**src/rtl/bec_pkg.sv**
```systemverilog
package bec_pkg;

   typedef enum logic [1:0] {
      RSP_OK    = 2'd0,
      RSP_ABORT = 2'd1,
      RSP_RETRY = 2'd2
   } rsp_code_e;

   typedef struct packed {
      logic       legal;
      logic       a1;
      logic       a0;
      logic       bhe_n;
      logic [3:0] bmask;
   } lane_sel_t;

   // Put a 16-bit local word in the selected host half and zero the
   // bytes that were not enabled.
   function automatic logic [31:0] place_lanes(input logic [15:0] din,
                                               input logic        a1,
                                               input logic [3:0]  bmask);
      logic [31:0] w;
      w = a1 ? {din, 16'h0000} : {16'h0000, din};
      for (int i = 0; i < 4; i++) begin
         if (!bmask[i]) w[i*8 +: 8] = 8'h00;
      end
      return w;
   endfunction

endpackage

```
**src/rtl/bec_lane_decode.sv**
```systemverilog
module bec_lane_decode
   import bec_pkg::*;
(
   input  logic [3:0] be_n,
   output lane_sel_t  sel
);

   always_comb begin
      sel       = '0;
      sel.bhe_n = 1'b1;
      sel.bmask = ~be_n;
      case (be_n)
         4'b1110: begin sel.legal = 1'b1;                                   end
         4'b1101: begin sel.legal = 1'b1; sel.a0 = 1'b1; sel.bhe_n = 1'b0;  end
         4'b1011: begin sel.legal = 1'b1; sel.a1 = 1'b1;                    end
         4'b0111: begin sel.legal = 1'b1; sel.a1 = 1'b1; sel.a0 = 1'b1;
                        sel.bhe_n = 1'b0;                                   end
         4'b1100: begin sel.legal = 1'b1; sel.bhe_n = 1'b0;                 end
         4'b0011: begin sel.legal = 1'b1; sel.a1 = 1'b1; sel.bhe_n = 1'b0;  end
         default: begin sel.legal = 1'b0;                                   end
      endcase
   end

endmodule

```
**src/rtl/bec_xfer_timer.sv**
```systemverilog
module bec_xfer_timer #(
   parameter int WAIT_W    = 4,
   parameter int WAIT_MAX  = 11,
   parameter int RDY_LIMIT = 9,
   parameter bit SYNC_RDY  = 1'b0
) (
   input  logic              clk,
   input  logic              rst_n,
   input  logic              start,
   input  logic              use_rdy,
   input  logic [WAIT_W-1:0] wait_cfg,
   input  logic              rdy_in,
   output logic              done,
   output logic              tmo
);

   localparam int CNT_TOP = (WAIT_MAX > RDY_LIMIT) ? WAIT_MAX : RDY_LIMIT;
   localparam int CNT_W   = $clog2(CNT_TOP + 1);
   localparam logic [WAIT_W-1:0] WMAX = WAIT_W'(WAIT_MAX);
   localparam logic [CNT_W-1:0]  RLIM = CNT_W'(RDY_LIMIT);

   if (WAIT_MAX < 1 || WAIT_MAX >= (1 << WAIT_W)) begin : g_bad_wait
      $error("WAIT_MAX must fit in WAIT_W bits and be at least 1");
   end
   if (RDY_LIMIT < 1) begin : g_bad_limit
      $error("RDY_LIMIT must be at least 1");
   end

   logic rdy_s;
   if (SYNC_RDY) begin : g_sync
      logic [1:0] sync_q;
      always_ff @(posedge clk or negedge rst_n) begin
         if (!rst_n) sync_q <= '0;
         else        sync_q <= {sync_q[0], rdy_in};
      end
      assign rdy_s = sync_q[1];
   end else begin : g_direct
      assign rdy_s = rdy_in;
   end

   logic              act_q, mode_q;
   logic [CNT_W-1:0]  cnt_q;
   logic [WAIT_W-1:0] lim_q, eff_wait;

   always_comb begin
      if (wait_cfg == '0 || wait_cfg > WMAX) eff_wait = WMAX;
      else                                   eff_wait = wait_cfg;
   end

   assign done = act_q & (mode_q ? rdy_s : (cnt_q == CNT_W'(lim_q)));
   assign tmo  = act_q & mode_q & ~rdy_s & (cnt_q == RLIM);

   always_ff @(posedge clk or negedge rst_n) begin
      if (!rst_n) begin
         act_q  <= 1'b0;
         mode_q <= 1'b0;
         cnt_q  <= '0;
         lim_q  <= '0;
      end else if (start) begin
         act_q  <= 1'b1;
         mode_q <= use_rdy;
         cnt_q  <= CNT_W'(1);
         lim_q  <= eff_wait;
      end else if (act_q) begin
         if (done || tmo) act_q <= 1'b0;
         else             cnt_q <= cnt_q + CNT_W'(1);
      end
   end

   a_r10_rdy_window: assert property (@(posedge clk) disable iff (!rst_n)
      (act_q && mode_q) |-> (cnt_q <= RLIM));
   a_r8_wait_window: assert property (@(posedge clk) disable iff (!rst_n)
      (act_q && !mode_q) |-> (cnt_q <= CNT_W'(lim_q)));
   a_r9_limit_range: assert property (@(posedge clk) disable iff (!rst_n)
      act_q |-> (lim_q != '0 && lim_q <= WMAX));
   a_r11_tmo_ends: assert property (@(posedge clk) disable iff (!rst_n)
      tmo |=> !act_q);

endmodule

```
**src/rtl/bec_err_reg.sv**
```systemverilog
module bec_err_reg (
   input  logic clk,
   input  logic rst_n,
   input  logic set,
   input  logic clr,
   output logic flag
);

   always_ff @(posedge clk or negedge rst_n) begin
      if (!rst_n)   flag <= 1'b0;
      else if (set) flag <= 1'b1;
      else if (clr) flag <= 1'b0;
   end

   a_r12_set_wins: assert property (@(posedge clk) disable iff (!rst_n)
      set |=> flag);
   a_r12_clear: assert property (@(posedge clk) disable iff (!rst_n)
      (clr && !set) |=> !flag);

endmodule

```
**src/rtl/bec_lbus_ctrl.sv**
```systemverilog
module bec_lbus_ctrl
   import bec_pkg::*;
#(
   parameter int LA_W      = 16,
   parameter int WAIT_W    = 4,
   parameter int WAIT_MAX  = 11,
   parameter int RDY_LIMIT = 9,
   parameter bit SYNC_RDY  = 1'b0
) (
   input  logic              clk,
   input  logic              rst_n,
   input  logic              req_valid,
   input  logic              req_write,
   input  logic [LA_W-3:0]   req_addr,
   input  logic [3:0]        req_be_n,
   input  logic [31:0]       req_wdata,
   output logic              rsp_valid,
   output logic [1:0]        rsp_code,
   output logic [31:0]       rsp_rdata,
   input  logic              cfg_bus8,
   input  logic              cfg_use_rdy,
   input  logic [WAIT_W-1:0] cfg_wait,
   input  logic              err_clr,
   output logic              err_flag,
   output logic              lb_cyc,
   output logic [LA_W-1:0]   lb_addr,
   output logic              lb_bhe_n,
   output logic              lb_rd_n,
   output logic              lb_wr_n,
   output logic              lb_oe,
   output logic [15:0]       lb_dout,
   input  logic [15:0]       lb_din,
   input  logic              lb_rdy
);

   if (LA_W < 3) begin : g_bad_la
      $error("LA_W must be at least 3");
   end

   lane_sel_t dec;
   logic accept, is_nop, go, refuse;
   logic t_done, t_tmo, fin;
   logic wr_q, a1_q;
   logic [3:0] mask_q;

   bec_lane_decode u_dec (.be_n(req_be_n), .sel(dec));

   assign accept = req_valid & ~lb_cyc;
   assign is_nop = (req_be_n == 4'b1111);
   assign go     = accept & ~is_nop & dec.legal & ~cfg_bus8;
   assign refuse = accept & ~is_nop & (~dec.legal | cfg_bus8);
   assign fin    = lb_cyc & (t_done | t_tmo);

   bec_xfer_timer #(
      .WAIT_W(WAIT_W), .WAIT_MAX(WAIT_MAX),
      .RDY_LIMIT(RDY_LIMIT), .SYNC_RDY(SYNC_RDY)
   ) u_tmr (
      .clk(clk), .rst_n(rst_n), .start(go), .use_rdy(cfg_use_rdy),
      .wait_cfg(cfg_wait), .rdy_in(lb_rdy), .done(t_done), .tmo(t_tmo)
   );

   bec_err_reg u_err (
      .clk(clk), .rst_n(rst_n), .set(lb_cyc & t_tmo & ~t_done),
      .clr(err_clr), .flag(err_flag)
   );

   always_ff @(posedge clk or negedge rst_n) begin
      if (!rst_n) begin
         lb_cyc    <= 1'b0;
         lb_addr   <= '0;
         lb_bhe_n  <= 1'b1;
         lb_rd_n   <= 1'b1;
         lb_wr_n   <= 1'b1;
         lb_oe     <= 1'b0;
         lb_dout   <= '0;
         wr_q      <= 1'b0;
         a1_q      <= 1'b0;
         mask_q    <= '0;
         rsp_valid <= 1'b0;
         rsp_code  <= RSP_OK;
         rsp_rdata <= '0;
      end else begin
         rsp_valid <= 1'b0;
         if (go) begin
            lb_cyc   <= 1'b1;
            lb_addr  <= {req_addr, dec.a1, dec.a0};
            lb_bhe_n <= dec.bhe_n;
            lb_rd_n  <= req_write;
            lb_wr_n  <= ~req_write;
            lb_oe    <= req_write;
            lb_dout  <= dec.a1 ? req_wdata[31:16] : req_wdata[15:0];
            wr_q     <= req_write;
            a1_q     <= dec.a1;
            mask_q   <= dec.bmask;
         end else if (accept) begin
            rsp_valid <= 1'b1;
            rsp_code  <= refuse ? RSP_ABORT : RSP_OK;
            rsp_rdata <= '0;
         end
         if (fin) begin
            lb_cyc    <= 1'b0;
            lb_addr   <= '0;
            lb_bhe_n  <= 1'b1;
            lb_rd_n   <= 1'b1;
            lb_wr_n   <= 1'b1;
            lb_oe     <= 1'b0;
            rsp_valid <= 1'b1;
            rsp_code  <= t_done ? RSP_OK : RSP_RETRY;
            rsp_rdata <= (t_done && !wr_q) ? place_lanes(lb_din, a1_q, mask_q) : '0;
         end
      end
   end

   a_r6_abort_no_cycle: assert property (@(posedge clk) disable iff (!rst_n)
      refuse |=> (rsp_valid && rsp_code == RSP_ABORT && !lb_cyc));
   a_r7_empty_no_cycle: assert property (@(posedge clk) disable iff (!rst_n)
      (accept && is_nop) |=> (rsp_valid && rsp_code == RSP_OK && rsp_rdata == '0 && !lb_cyc));
   a_r11_retry_flags: assert property (@(posedge clk) disable iff (!rst_n)
      (rsp_valid && rsp_code == RSP_RETRY) |-> err_flag);
   a_r4_one_strobe: assert property (@(posedge clk) disable iff (!rst_n)
      lb_cyc |-> (lb_rd_n != lb_wr_n));
   a_r1_idle_pins: assert property (@(posedge clk) disable iff (!rst_n)
      !lb_cyc |-> (lb_rd_n && lb_wr_n && lb_bhe_n && !lb_oe));
   a_r3_wide_bhe: assert property (@(posedge clk) disable iff (!rst_n)
      (lb_cyc && lb_addr[0]) |-> !lb_bhe_n);

endmodule

```
**config.mk**
```make
export PLATFORM = sky130hd
export DESIGN_NAME = bec_lbus_ctrl
export DESIGN_NICKNAME = d
export VERILOG_FILES = /design/src/rtl/bec_pkg.sv /design/src/rtl/bec_lane_decode.sv /design/src/rtl/bec_xfer_timer.sv /design/src/rtl/bec_err_reg.sv /design/src/rtl/bec_lbus_ctrl.sv
export SDC_FILE = /design/constraint.sdc
export NUM_CORES = 1
export LEC_CHECK = 0
export CORE_AREA = 2 2 135 71
export CTS_CLUSTER_DIAMETER = 30
export CTS_CLUSTER_SIZE = 8
export DETAILED_ROUTE_END_ITERATION = 8
export DIE_AREA = 0 0 137 73
export PLACE_DENSITY = 0.84
export SLEW_MARGIN = 20
export SYNTH_ARGS = -nofsm -noshare
export SYNTH_HDL_FRONTEND = slang
export SYNTH_SLANG_ARGS = --single-unit
```
**constraint.sdc**
```tcl
create_clock -name clk -period 3.2 [get_ports clk]
set_clock_uncertainty 0.05 [all_clocks]
set_input_delay 0.8 -clock clk [delete_from_list [all_inputs] [get_ports clk]]
set_output_delay 0.8 -clock clk [all_outputs]
set_load 0.01 [all_outputs]
```
==> results.cfg <==
[placement]
io_buffers = 150
place.gp.congestion = 0.7894
dp_hpwl_mm = 8.344
dp_worst_setup_slack_ps = 206.6

[sta]
period_share = 0.8191
worst_pin_slew_ps = 807.7
setup_tns_ps = 0
finalHoldViolations = 0
fin_hold_ws_ps = 433.7
period_needed_ps = 2621
max_freq_mhz = 381.5
finalWorstSetupSlack_ps = 578.8
rsz0062_at_grt = false
slew_headroom = 0.4540
drv_slew = 0
setup_viol = 0

[clock_network]
clk_latency_ps = 340
cts_sinks = 89
clk_pin_slew_ps = 70
cts_resized = 0
root_buffer = clkbuf_16
cts_buffers = 9
clockBufferDepth = 2
cts.htree.levels = 3
cts_tree = built
hold_buffers = 0
post_cts_buffers = 0

[yosys]
synth_area_um2 = 4133
yosysTopAreaCell = dfrtp_1
synth-async-reset-ratio = 1.000
synth_ff_type = dfrtp_1
synth_edf_count = 0
synth_common_cells = dfrtp_1, a21oi_1, a32o_1
ys_warn_count = 0
synth.area.top_cells = dfrtp_1, a32o_1, a21oi_1, mux2i_1, o31ai_1
synth_top_area_frac = 0.5207
synth.avg_cell_area_um2 = 11.88
syn_inst = 348
yosys.cell_types.count = 46
ys_seq_area_frac = 0.5398
synth_nets = 428
synth_most_common_cell = dfrtp_1
ys_seq_elements = 89

[floorplanning]
rows = 25
core-area_um2 = 9009
dieWidth_um = 137
io_pins = 151
die_h_um = 73
initial_utilization = 0.4588
die-area_um2 = 10000

[outcome]
status = complete, no violations

[grt]
grt_max_degree = 52
first_global_vias = 3676
grt_overflow_total = 0
track_usage = 0.2471
grt_pass1_wl_mm = 19.02
antenna_found_initial = 0

[cells_and_area]
nets = 572
diodes = 0
synthToLayoutAreaGrowth_pct = 47.50
n_fill_cell = 657
postLayoutCoreUtil = 0.6767
drive_gt1_frac = 0.1127

[critical_path]
critical_path_class = in -> reg
cp_cell_sequence = clkdlybuf4s50_1, nor2b_1, nand2_1, and4_2, a211o_1
worstSetupStartpointType = input port
max_stage_delay_ps = 620
ff2ff_setup_slack_ps = 760
cp_max_fo = 19
cp-end-kind = flip-flop
regToRegEndpoint = rsp_rdata[26]$_DFFE_PN0P_
reg2reg_from = u_tmr.cnt_q[0]$_DFFE_PN0P_
crit_start = lb_rdy
crit_family = simple AND/OR/NAND/NOR gates
rr_worst_depth = 4
crit_cells = 5
crit_end = lb_bhe_n$_DFFE_PN1P_
crit_arrival_ps = 2840
cp_slowest_cell = nor2b_1
crit_required_ps = 3420
crit_buf_inv = 1

[min_path]
hold_class = in -> async

[run]
drv_cap = 0

[route]
drtIter0Drc = 268
drc = 0
wl_per_cell_um = 19.29
dr_total_vias = 3670
dr.pass1.iters = 5
wl_mm = 11.92
viasPerCell = 5.939
ant_nets = 0

[power]
leakagePower_nw = 2.558
vdd.ir_drop.worst_mv = 0.3738
p_per_area_nw_per_um2 = 768.4
finalPower_mw = 4.684
logic make-up (layout without fill, tap and decap cells):
| family | Yosys count | after routing | share of synthesized area |
|---|---|---|---|
| adder cells (fa/ha/maj) | 2 | 2 | 0.006054 |
| multiplexers | 23 | 23 | 0.05752 |
| AND/OR/NAND/NOR | 54 | 54 | 0.09719 |
| buffers and inverters | 41 | 190 | 0.04632 |
| XOR/XNOR | 6 | 6 | 0.01635 |
| AO/OA/AOI/OAI | 133 | 133 | 0.2368 |
| flip-flops | 89 | 89 | 0.5398 |
metal layers:
| metal | wire length (um) | global-route usage | vias to the layer above |
|---|---|---|---|
| met2 | 5440 | 0.3693 | 154 |
| met4 | 194 | 0.07675 | 0 |
| met5 | 0 | 0 | - |
| met1 | 5417 | 0.3535 | 1833 |
| met3 | 870 | 0.06597 | 19 |
| li1 | - | - | 1664 |
sequential cells by signal (all words and copies together), names as in the netlist, 2 cells and up:
signal and count:
u_tmr.cnt_q 4, mask_q 4, lb_dout 16, u_tmr.lim_q 4, rsp_rdata 32, rsp_code 2
lb_addr 16
layout make-up:
cell class                 count  area, um2  area share
sequential                    89       2231      0.3660
multi-input combinational    218       1728      0.2835
timing repair buffer         165       1624      0.2664
clock buffer                   9      225.2     0.03695
tap                          121      151.4     0.02484
clock inverter                 7      102.6     0.01683
inverter                       9      33.78    0.005542
worst reg2reg max path, delay by kind of cell (launching register included):
family          cells  cell delay, ps
flops               1             460
xor+xnor            1             210
simple gates        1             560
compound gates      2            1040
per-stage QoR:
step                instances  cell area [um2]
floorplan                 348             4133
global placement          602             5768
detailed placement        602             5768
CTS                       618             6096
global route              618             6096
finish                    618             6096
power breakdown:
part / internal, mW / switching [mW] / leakage, nW / total (mW)
clock network: 0.691 / 0.459 / 0.156 / 1.15
logic: 0.918 / 0.846 / 1.26 / 1.76
registers: 1.50 / 0.274 / 1.14 / 1.77
how the worst min path moves through the flow:
stage / start / endpoint / slack, ps
2_1_floorplan: wr_q$_DFFE_PN0P_ / wr_q$_DFFE_PN0P_ / 390
3_3_place_gp: lb_wr_n$_DFFE_PN1P_ / lb_wr_n$_DFFE_PN1P_ / 410
3_5_place_dp: lb_wr_n$_DFFE_PN1P_ / lb_wr_n$_DFFE_PN1P_ / 440
4_1_cts: rst_n / rsp_rdata[1]$_DFFE_PN0P_ / 450
5_1_grt: rst_n / rsp_rdata[17]$_DFFE_PN0P_ / 480
6_report: rst_n / rsp_rdata[1]$_DFFE_PN0P_ / 430
placed cells by master, fill, tap and decap left out, types with 2 or more instances in the layout:
cell / n
a2111oi_0: 2
a211o_1: 3
a211oi_1: 2
a21oi_1: 36
a31oi_1: 21
a32o_1: 33
buf_4: 15
bufinv_16: 2
clkbuf_16: 9
clkdlybuf4s50_1: 149
clkinv_4: 3
dfrtp_1: 86
dfstp_2: 3
ha_1: 2
inv_1: 8
mux2_2: 6
mux2i_1: 17
nand2_1: 9
nand2b_1: 2
nand3_1: 8
nand4_1: 14
nor2b_1: 2
nor3_1: 2
nor4_1: 2
nor4b_4: 4
o21ai_0: 6
o31a_1: 3
o31ai_1: 22
xor2_1: 4
Note: power is estimated with default switching activity, not from simulation.
